$ cat src/rtl/isd_pkg.sv
package isd_pkg;

    typedef enum logic [1:0] {
        ST_FIRST = 2'd0,
        ST_REGS  = 2'd1,
        ST_CONST = 2'd2,
        ST_HOLD  = 2'd3
    } isd_state_e;

    localparam logic [3:0] NO_REG     = 4'hF;
    localparam logic [3:0] CLS_STOP   = 4'h0;
    localparam logic [3:0] CLS_NOP    = 4'h1;
    localparam logic [3:0] CLS_RMOV   = 4'h2;
    localparam logic [3:0] CLS_IMOV   = 4'h3;
    localparam logic [3:0] CLS_STORE  = 4'h4;
    localparam logic [3:0] CLS_LOAD   = 4'h5;
    localparam logic [3:0] CLS_ALU    = 4'h6;
    localparam logic [3:0] CLS_JUMP   = 4'h7;
    localparam logic [3:0] CLS_CALL   = 4'h8;
    localparam logic [3:0] CLS_RET    = 4'h9;
    localparam logic [3:0] CLS_PUSH   = 4'hA;
    localparam logic [3:0] CLS_POP    = 4'hB;

    typedef struct packed {
        logic has_reg;
        logic has_const;
        logic invalid;
        logic stop;
    } isd_class_t;

endpackage

$ cat src/rtl/isd_classify.sv
module isd_classify
    import isd_pkg::*;
#(
    parameter int IMM_BYTES = 8,
    parameter int LEN_W     = $clog2(IMM_BYTES + 3)
) (
    input  logic [3:0]       icode,
    output isd_class_t       cls,
    output logic [LEN_W-1:0] len
);

    always_comb begin
        cls = '0;
        unique case (icode)
            CLS_STOP:                        cls.stop      = 1'b1;
            CLS_NOP, CLS_RET:                cls           = '0;
            CLS_RMOV, CLS_ALU,
            CLS_PUSH, CLS_POP:               cls.has_reg   = 1'b1;
            CLS_IMOV, CLS_STORE, CLS_LOAD: begin
                cls.has_reg   = 1'b1;
                cls.has_const = 1'b1;
            end
            CLS_JUMP, CLS_CALL:              cls.has_const = 1'b1;
            default:                         cls.invalid   = 1'b1;
        endcase
        len = LEN_W'(1) + LEN_W'(cls.has_reg)
            + (cls.has_const ? LEN_W'(IMM_BYTES) : LEN_W'(0));
    end

endmodule

$ cat src/rtl/isd_const_lane.sv
module isd_const_lane #(
    parameter int IMM_BYTES = 8,
    parameter int IDX_W     = (IMM_BYTES > 1) ? $clog2(IMM_BYTES) : 1
) (
    input  logic [8*IMM_BYTES-1:0] imm_in,
    input  logic [IDX_W-1:0]       lane,
    input  logic [7:0]             data,
    output logic [8*IMM_BYTES-1:0] imm_out
);

    for (genvar g = 0; g < IMM_BYTES; g++) begin : g_lane
        assign imm_out[8*g +: 8] = (lane == IDX_W'(g)) ? data : imm_in[8*g +: 8];
    end

endmodule

$ cat src/rtl/instr_stream_decoder.sv
module instr_stream_decoder
    import isd_pkg::*;
#(
    parameter int IMM_BYTES = 8,
    parameter int OFS_W     = 32,
    parameter int LEN_W     = $clog2(IMM_BYTES + 3)
) (
    input  logic                   clk,
    input  logic                   rst,
    input  logic                   in_valid,
    input  logic [7:0]             in_byte,
    output logic                   in_ready,
    output logic                   out_valid,
    input  logic                   out_ready,
    output logic [3:0]             out_icode,
    output logic [3:0]             out_ifun,
    output logic [3:0]             out_ra,
    output logic [3:0]             out_rb,
    output logic [8*IMM_BYTES-1:0] out_imm,
    output logic [LEN_W-1:0]       out_len,
    output logic [OFS_W-1:0]       out_offset,
    output logic                   out_invalid,
    output logic                   out_halt
);

    localparam int IMM_W = 8 * IMM_BYTES;
    localparam int IDX_W = (IMM_BYTES > 1) ? $clog2(IMM_BYTES) : 1;
    localparam logic [IDX_W-1:0] LAST_LANE = IDX_W'(IMM_BYTES - 1);

    typedef struct packed {
        isd_state_e       st;
        logic [3:0]       icode;
        logic [3:0]       ifun;
        logic [3:0]       ra;
        logic [3:0]       rb;
        logic [IMM_W-1:0] imm;
        logic [IDX_W-1:0] lane;
        logic [LEN_W-1:0] len;
        logic             invalid;
        logic             stop;
        logic             has_const;
        logic [OFS_W-1:0] pos;
        logic [OFS_W-1:0] start;
    } dec_regs_t;

    dec_regs_t        dec_d, dec_q;
    isd_class_t       cls;
    logic [LEN_W-1:0] cls_len;
    logic [IMM_W-1:0] imm_ins;
    logic             take;

    isd_classify #(.IMM_BYTES(IMM_BYTES), .LEN_W(LEN_W)) u_classify (
        .icode (in_byte[7:4]),
        .cls   (cls),
        .len   (cls_len)
    );

    isd_const_lane #(.IMM_BYTES(IMM_BYTES), .IDX_W(IDX_W)) u_const_lane (
        .imm_in  (dec_q.imm),
        .lane    (dec_q.lane),
        .data    (in_byte),
        .imm_out (imm_ins)
    );

    assign in_ready = (dec_q.st != ST_HOLD);
    assign take     = in_valid && in_ready;

    always_comb begin
        dec_d = dec_q;
        if (take) begin
            dec_d.pos = dec_q.pos + OFS_W'(1);
        end
        unique case (dec_q.st)
            ST_FIRST: begin
                if (take) begin
                    dec_d.icode     = in_byte[7:4];
                    dec_d.ifun      = in_byte[3:0];
                    dec_d.ra        = NO_REG;
                    dec_d.rb        = NO_REG;
                    dec_d.imm       = '0;
                    dec_d.lane      = '0;
                    dec_d.len       = cls_len;
                    dec_d.invalid   = cls.invalid;
                    dec_d.stop      = cls.stop;
                    dec_d.has_const = cls.has_const;
                    dec_d.start     = dec_q.pos;
                    if (cls.has_reg) begin
                        dec_d.st = ST_REGS;
                    end else if (cls.has_const) begin
                        dec_d.st = ST_CONST;
                    end else begin
                        dec_d.st = ST_HOLD;
                    end
                end
            end
            ST_REGS: begin
                if (take) begin
                    dec_d.ra = in_byte[7:4];
                    dec_d.rb = in_byte[3:0];
                    dec_d.st = dec_q.has_const ? ST_CONST : ST_HOLD;
                end
            end
            ST_CONST: begin
                if (take) begin
                    dec_d.imm  = imm_ins;
                    dec_d.lane = dec_q.lane + IDX_W'(1);
                    if (dec_q.lane == LAST_LANE) begin
                        dec_d.st = ST_HOLD;
                    end
                end
            end
            ST_HOLD: begin
                if (out_ready) begin
                    dec_d.st = ST_FIRST;
                end
            end
            default: dec_d.st = ST_FIRST;
        endcase
    end

    always_ff @(posedge clk) begin
        if (rst) begin
            dec_q <= '0;
        end else begin
            dec_q <= dec_d;
        end
    end

    assign out_valid   = (dec_q.st == ST_HOLD);
    assign out_icode   = dec_q.icode;
    assign out_ifun    = dec_q.ifun;
    assign out_ra      = dec_q.ra;
    assign out_rb      = dec_q.rb;
    assign out_imm     = dec_q.imm;
    assign out_len     = dec_q.len;
    assign out_offset  = dec_q.start;
    assign out_invalid = dec_q.invalid;
    assign out_halt    = dec_q.stop;

endmodule

$ cat config.mk
export PLATFORM = sky130hd
export DESIGN_NAME = instr_stream_decoder
export DESIGN_NICKNAME = d
export VERILOG_FILES = /design/src/rtl/isd_pkg.sv /design/src/rtl/isd_classify.sv /design/src/rtl/isd_const_lane.sv /design/src/rtl/instr_stream_decoder.sv
export SDC_FILE = /design/constraint.sdc
export NUM_CORES = 1
export LEC_CHECK = 0
export BUFFER_PORTS_ARGS = -buffer_cell sky130_fd_sc_hd__buf_2
export CAP_MARGIN = 15
export CORE_MARGIN = 3
export CORE_UTILIZATION = 56
export DETAILED_ROUTE_END_ITERATION = 8
export PLACE_DENSITY = 0.8
export RECOVER_POWER = 100
export SYNTH_ARGS = -nofsm -noshare
export SYNTH_HDL_FRONTEND = slang
export SYNTH_SLANG_ARGS = --single-unit
$ cat constraint.sdc
create_clock -name clk -period 2.65 [get_ports clk]
set_input_delay 0.53 -clock clk [delete_from_list [all_inputs] [get_ports clk]]
set_output_delay 0.53 -clock clk [all_outputs]
set_load 0.01 [all_outputs]
# Word level (Yosys, flattened, before mapping)
# Index checks and enable logic that the tools add are counted.
dict set report word_totals {
  ff_bits 156
  output_inout_bits 120
  wordCells 105
  inputBits 12
}
dict set report classes {
  eq_ne 34
  n_reduce_logical 21
  mux 26
  add_sub_neg 4
}
# operator count
set ops {}
lappend ops {{$pmux 67 s2} 1}
lappend ops {{$mux 92} 1}
lappend ops {{$mux 8} 9}
lappend ops {{$mux 67} 1}
lappend ops {{$add 32x1->32 const B} 1}
lappend ops {{$reduce_and 4->1} 8}
lappend ops {{$eq 4x3->1 const B} 4}
lappend ops {{$eq 4x4->1 const B} 4}
lappend ops {{$ne 2x1->1 const B} 8}
lappend ops {{$pmux 8 s2} 1}
lappend ops {{$eq 3x3->1 const B} 4}
lappend ops {{$reduce_or 12->1} 1}
lappend ops {{$mux 2} 5}
lappend ops {{$ne 2x2->1 const B} 5}
lappend ops {{$eq 4x2->1 const B} 2}
lappend ops {{$pmux 2 s4} 1}
lappend ops {{$reduce_or 7->1} 1}
lappend ops {{$eq 3x2->1 const B} 2}
lappend ops {{$mux 1} 6}
lappend ops {{$reduce_and 3->1} 2}
lappend ops {{$reduce_and 5->1} 1}
lappend ops {{$reduce_or 5->1} 1}
lappend ops {{$add 4x4->4} 1}
lappend ops {{$eq 2x2->1 const B} 2}
lappend ops {{other kinds (12)} 13}

# Logic depth before layout (Yosys ltp)
dict set report logic_depth {
  word_depth 7
  mapped_depth 8
  ltp_nobuf 6
}

# Hierarchy
# Synthesis repeated with hierarchy kept, for this count alone.
dict set report hier_totals {
  hier_cells 854
  hier_area_um2 7564.8
}
# mod area_each_um2 instances cells_per_inst seq_area_each_um2
set by_module_without_submodules {}
lappend by_module_without_submodules {instr_stream_decoder 6597.6 1 766 3123.0}
lappend by_module_without_submodules {isd_const_lane 870.8 1 75 0.0}
lappend by_module_without_submodules {isd_classify 96.3 1 13 0.0}

# Worst setup path after synthesis
# Ideal clock, no wire load.
dict set report synth_path {
  path_kind {register -> register}
  startpoint {register dec_q[154] (netlist bit)}
  endpoint {register dec_q (netlist bit out_imm[56])}
  stages_incl_launch_ff 8
  arrival_time_ns 1.926
  synth_period_minus_slack_ns 2.054
  setup_time_ns 0.128
  slack_ns 0.596
  path_cell_list {dfxtp_1 -> inv_1 -> ha_1 -> buf_2 -> nor2_2 -> nor3_2 -> mux2i_1 -> nor2_1}
}
dict set report synth_via {
  elab_chain_cells 4
  word_cells_on_any_way 10
}
# item line
set synth_rtl {}
lappend synth_rtl {{start: declaration} instr_stream_decoder.sv:46} ;# dec_regs_t dec_d, dec_q;
lappend synth_rtl {{start signal: assignment} instr_stream_decoder.sv:123} ;# dec_q <= '0;
lappend synth_rtl {{start signal: assignment} instr_stream_decoder.sv:125} ;# dec_q <= dec_d;
lappend synth_rtl {{$ne 2x2->1} instr_stream_decoder.sv:65} ;# assign in_ready = (dec_q.st != ST_HOLD);
lappend synth_rtl {{$logic_and 1x1->1} instr_stream_decoder.sv:66} ;# assign take = in_valid && in_ready;
lappend synth_rtl {{$ne 2x2->1 (no source line)} n/a}
lappend synth_rtl {{$reduce_and 4->1 (no source line)} n/a}
# Parallel ways exist; a longest one is shown, timed or not.
# A chain may end at the register's enable or synchronous reset.

# Worst setup path after layout
dict set report layout_path {
  startpoint {register dec_q[154] (netlist bit)}
  endpoint {register dec_q (netlist bit out_offset[29])}
}
dict set report layout_via {
  elab_chain_cells 3
  word_cells_on_any_way 4
}
# item line
set layout_rtl {}
lappend layout_rtl {{$ne 2x2->1} instr_stream_decoder.sv:65}
lappend layout_rtl {{$logic_and 1x1->1} instr_stream_decoder.sv:66}
lappend layout_rtl {{$reduce_and 2->1 (no source line) (*)} n/a}
# Every way passes the cells marked *; elsewhere a longest branch is shown, timed or not.

==> reports/results.ini <==
[global_route]
grt-busiest-layer=met2
grt_use_met2=0.327
grt.total_usage=0.210
grt_max_degree=58
grt_pass1_wl_um=24100
grt_overflow=0
grt_pass1_vias=4767
grt_util_met3=0.0622
antenna_found_initial=1
met1_usage=0.280

[critical_path]
cp_slowest_cell=clkbuf_1
r2r_cells=7
cp.required_ps=2990
cp_slowest_stage_delay_ps=430
path_class=register to register
worstPathMaxFanout=43
arrival_ps=2630
crit_chain=ha_1 -> nor2b_1 -> clkbuf_1 -> and2_1 -> buf_4 -> nand2_1 -> a21oi_1
startpoint_type=register
cp.depth=7
cp-end-kind=register
crit_buf_inv=2
rrSetupSlack_ps=360
crit_family=buffers and inverters

[sta]
tns_ps=0
tightest_slew_ps=823
max_freq_mhz=437
drv_slew=0
fin_crit_ps=2290
timing.final.crit_share=0.863
slew-limit-headroom=0.451
hold_viol=0
clock_skew_ps=6.67
setup_viol_count_final=0
rsz0062_at_grt=false

[cts]
hold_buffers=0
cts_root_buffer=clkbuf_16
cts_buffers=17
clock_path_buffers=2
insertion_delay_ps=420
post_cts_buffers=0
cts.sinks=154
clkTransAtPathRegs_ps=60
cts_resized=0
cts_tree=yes
htreeDepth=4

[routing]
avgRoutedWirePerCell_um=14.9
totalWireLength_um=14800
routed_via_density=5.30
drt_iter0_markers=316
first_pass_iters=5
drt.antenna.violating_nets=0
drc=0
route.vias.total=5248

[power]
p_clk_frac=0.366
peakVddDrop_uv=639
combPwrFrac=0.231
power.share.sequential=0.402
internal_power_w=0.00452
p_sw_w=0.00206
powerDensity_nw_per_um2=879
swShare=0.313
cellLeakagePower_nw=2.66

[yosys]
yosysSeqAreaShare=0.431
synth_flop_cell=dfxtp_1
synth.area.mux_share=0.0973
synthTopCellsByCount=dfxtp_1, buf_4, nand2_1
synth_compound_area_frac=0.0993
synth_area_leader_cell=dfxtp_1
synth_edf_count=0
synth_top_area_share=0.431
yosysMostFrequentCell=dfxtp_1
syn_nets=836
synth_xor_area_frac=0.0110
syn_area_sq_um=7150
avgSynthCellArea_sq_um=8.80
synth_top_family_by_area=simple AND/OR/NAND/NOR gates
yosysUniqueCellTypes=47
async_flop_share=0
synth_fa_ha_area_frac=0.0210
synthTopCellsByArea=dfxtp_1, buf_4, mux2i_1, nand2_1, a21oi_1
synthSimpleGateAreaFrac=0.184
ys_ff_latch=154
syn_inst=812
ys_warn_count=0

[final_layout]
final_core_utilization=0.611
final_cells=991
postLayoutCellArea_sq_um=7490
drive_above_1_share=0.0838
synthToLayoutAreaGrowth_pct=4.78
fin_nets=834
diodes=0

[floorplanning]
fp.dieW_um=119
dieHeight_um=119
core_sq_um=12300
pin_count=132
rows=40
initial_utilization=0.583
dieArea_sq_um=14200

[place]
postPlaceCellArea_sq_um=7050
dp_hpwl_um=10100
gp_congestion=0.816
placed_cells=959
io_buffers=130

[run_status]
status=finished, final reports clean

[job]
cap_violations=0

[hold_path]
min_delay_path_depth=3
holdCritPathClass=input port to register

power by group through the flow:
stage | Clock, W | Sequential (W) | Combinational [W]
after CTS | 0.00244 | 0.00264 | 0.00159
after floorplan | 0 | 0.00266 | 0.00139
after global placement | 0 | 0.00268 | 0.00156
final | 0.00241 | 0.00265 | 0.00152
after global routing | 0.00253 | 0.00268 | 0.00166
after detailed placement | 0 | 0.00269 | 0.00158
per-layer routing:
layer  vias to the layer above  part of all wire  wire length (um)
met5                         -           0.00047                 7
met4                         2             0.016               235
met3                        22             0.058               852
met2                       144              0.46              6740
met1                      2467              0.47              6940
li1                       2613                 -                 -
layout by cell type (no fill, tap or decap), drive strengths merged, types with 8 or more instances in the layout:
cell,instances
mux2i,65
inv,14
ha,12
o21ai,10
a21oi,70
o22ai,8
buf,20
or3,9
and2,10
or4,13
nand3,12
nor2,91
nand4,11
nor3,9
nand2,98
dfxtp,154
clkbuf,142
o31ai,11
logic make-up (layout without fill, tap and decap cells):
family,Yosys count,after routing
buffers and inverters,176,187
XOR/XNOR,9,9
flip-flops,154,154
adder cells (fa/ha/maj),12,12
other,1,1
AND/OR/NAND/NOR,279,279
AO/OA/AOI/OAI,112,112
multiplexers,69,69
final cells by class:
class                      instances  area, sq um
clock inverter                    13          143
sequential                       154         3080
fill                            1119         4770
multi-input combinational        482         2950
timing repair buffer             143          602
tap                              168          210
clock buffer                      19          453
inverter                          12         45.0
worst reg2reg max path: stages, from the launching register on:
cell and delay [ps]:
dfxtp_1 340, ha_1 340, nor2b_1 190, clkbuf_1 430, and2_1 200, buf_4 410, nand2_1 150, a21oi_1 160
through the flow:
stage / power, W / setup WS, ps / hold slack [ps]
2_1_floorplan: 0.00405 / 596 / 437
3_5_place_dp: 0.00427 / 536 / 443
3_3_place_gp: 0.00424 / 581 / 437
6_report: 0.00658 / 363 / 379
4_1_cts: 0.00667 / 506 / 366
5_1_grt: 0.00687 / 215 / 374
flip-flops by register name (all words and copies together) (netlist names):
| register | count |
|---|---|
| out_ifun | 4 |
| out_ra | 4 |
| out_icode | 4 |
| out_rb | 4 |
| out_invalid | 1 |
| out_imm | 64 |
| dec_q | 37 |
| out_halt | 1 |
| out_len | 3 |
| out_offset | 32 |
path summary, 6_finish.rpt:
kind                     from             end
hold / removal     in_byte[3]     out_ifun[3]
hold reg to reg   out_invalid     out_invalid
setup / recovery   dec_q[154]  out_offset[29]
setup reg to reg   dec_q[154]  out_offset[29]
Power figures use the tool's default switching activity.
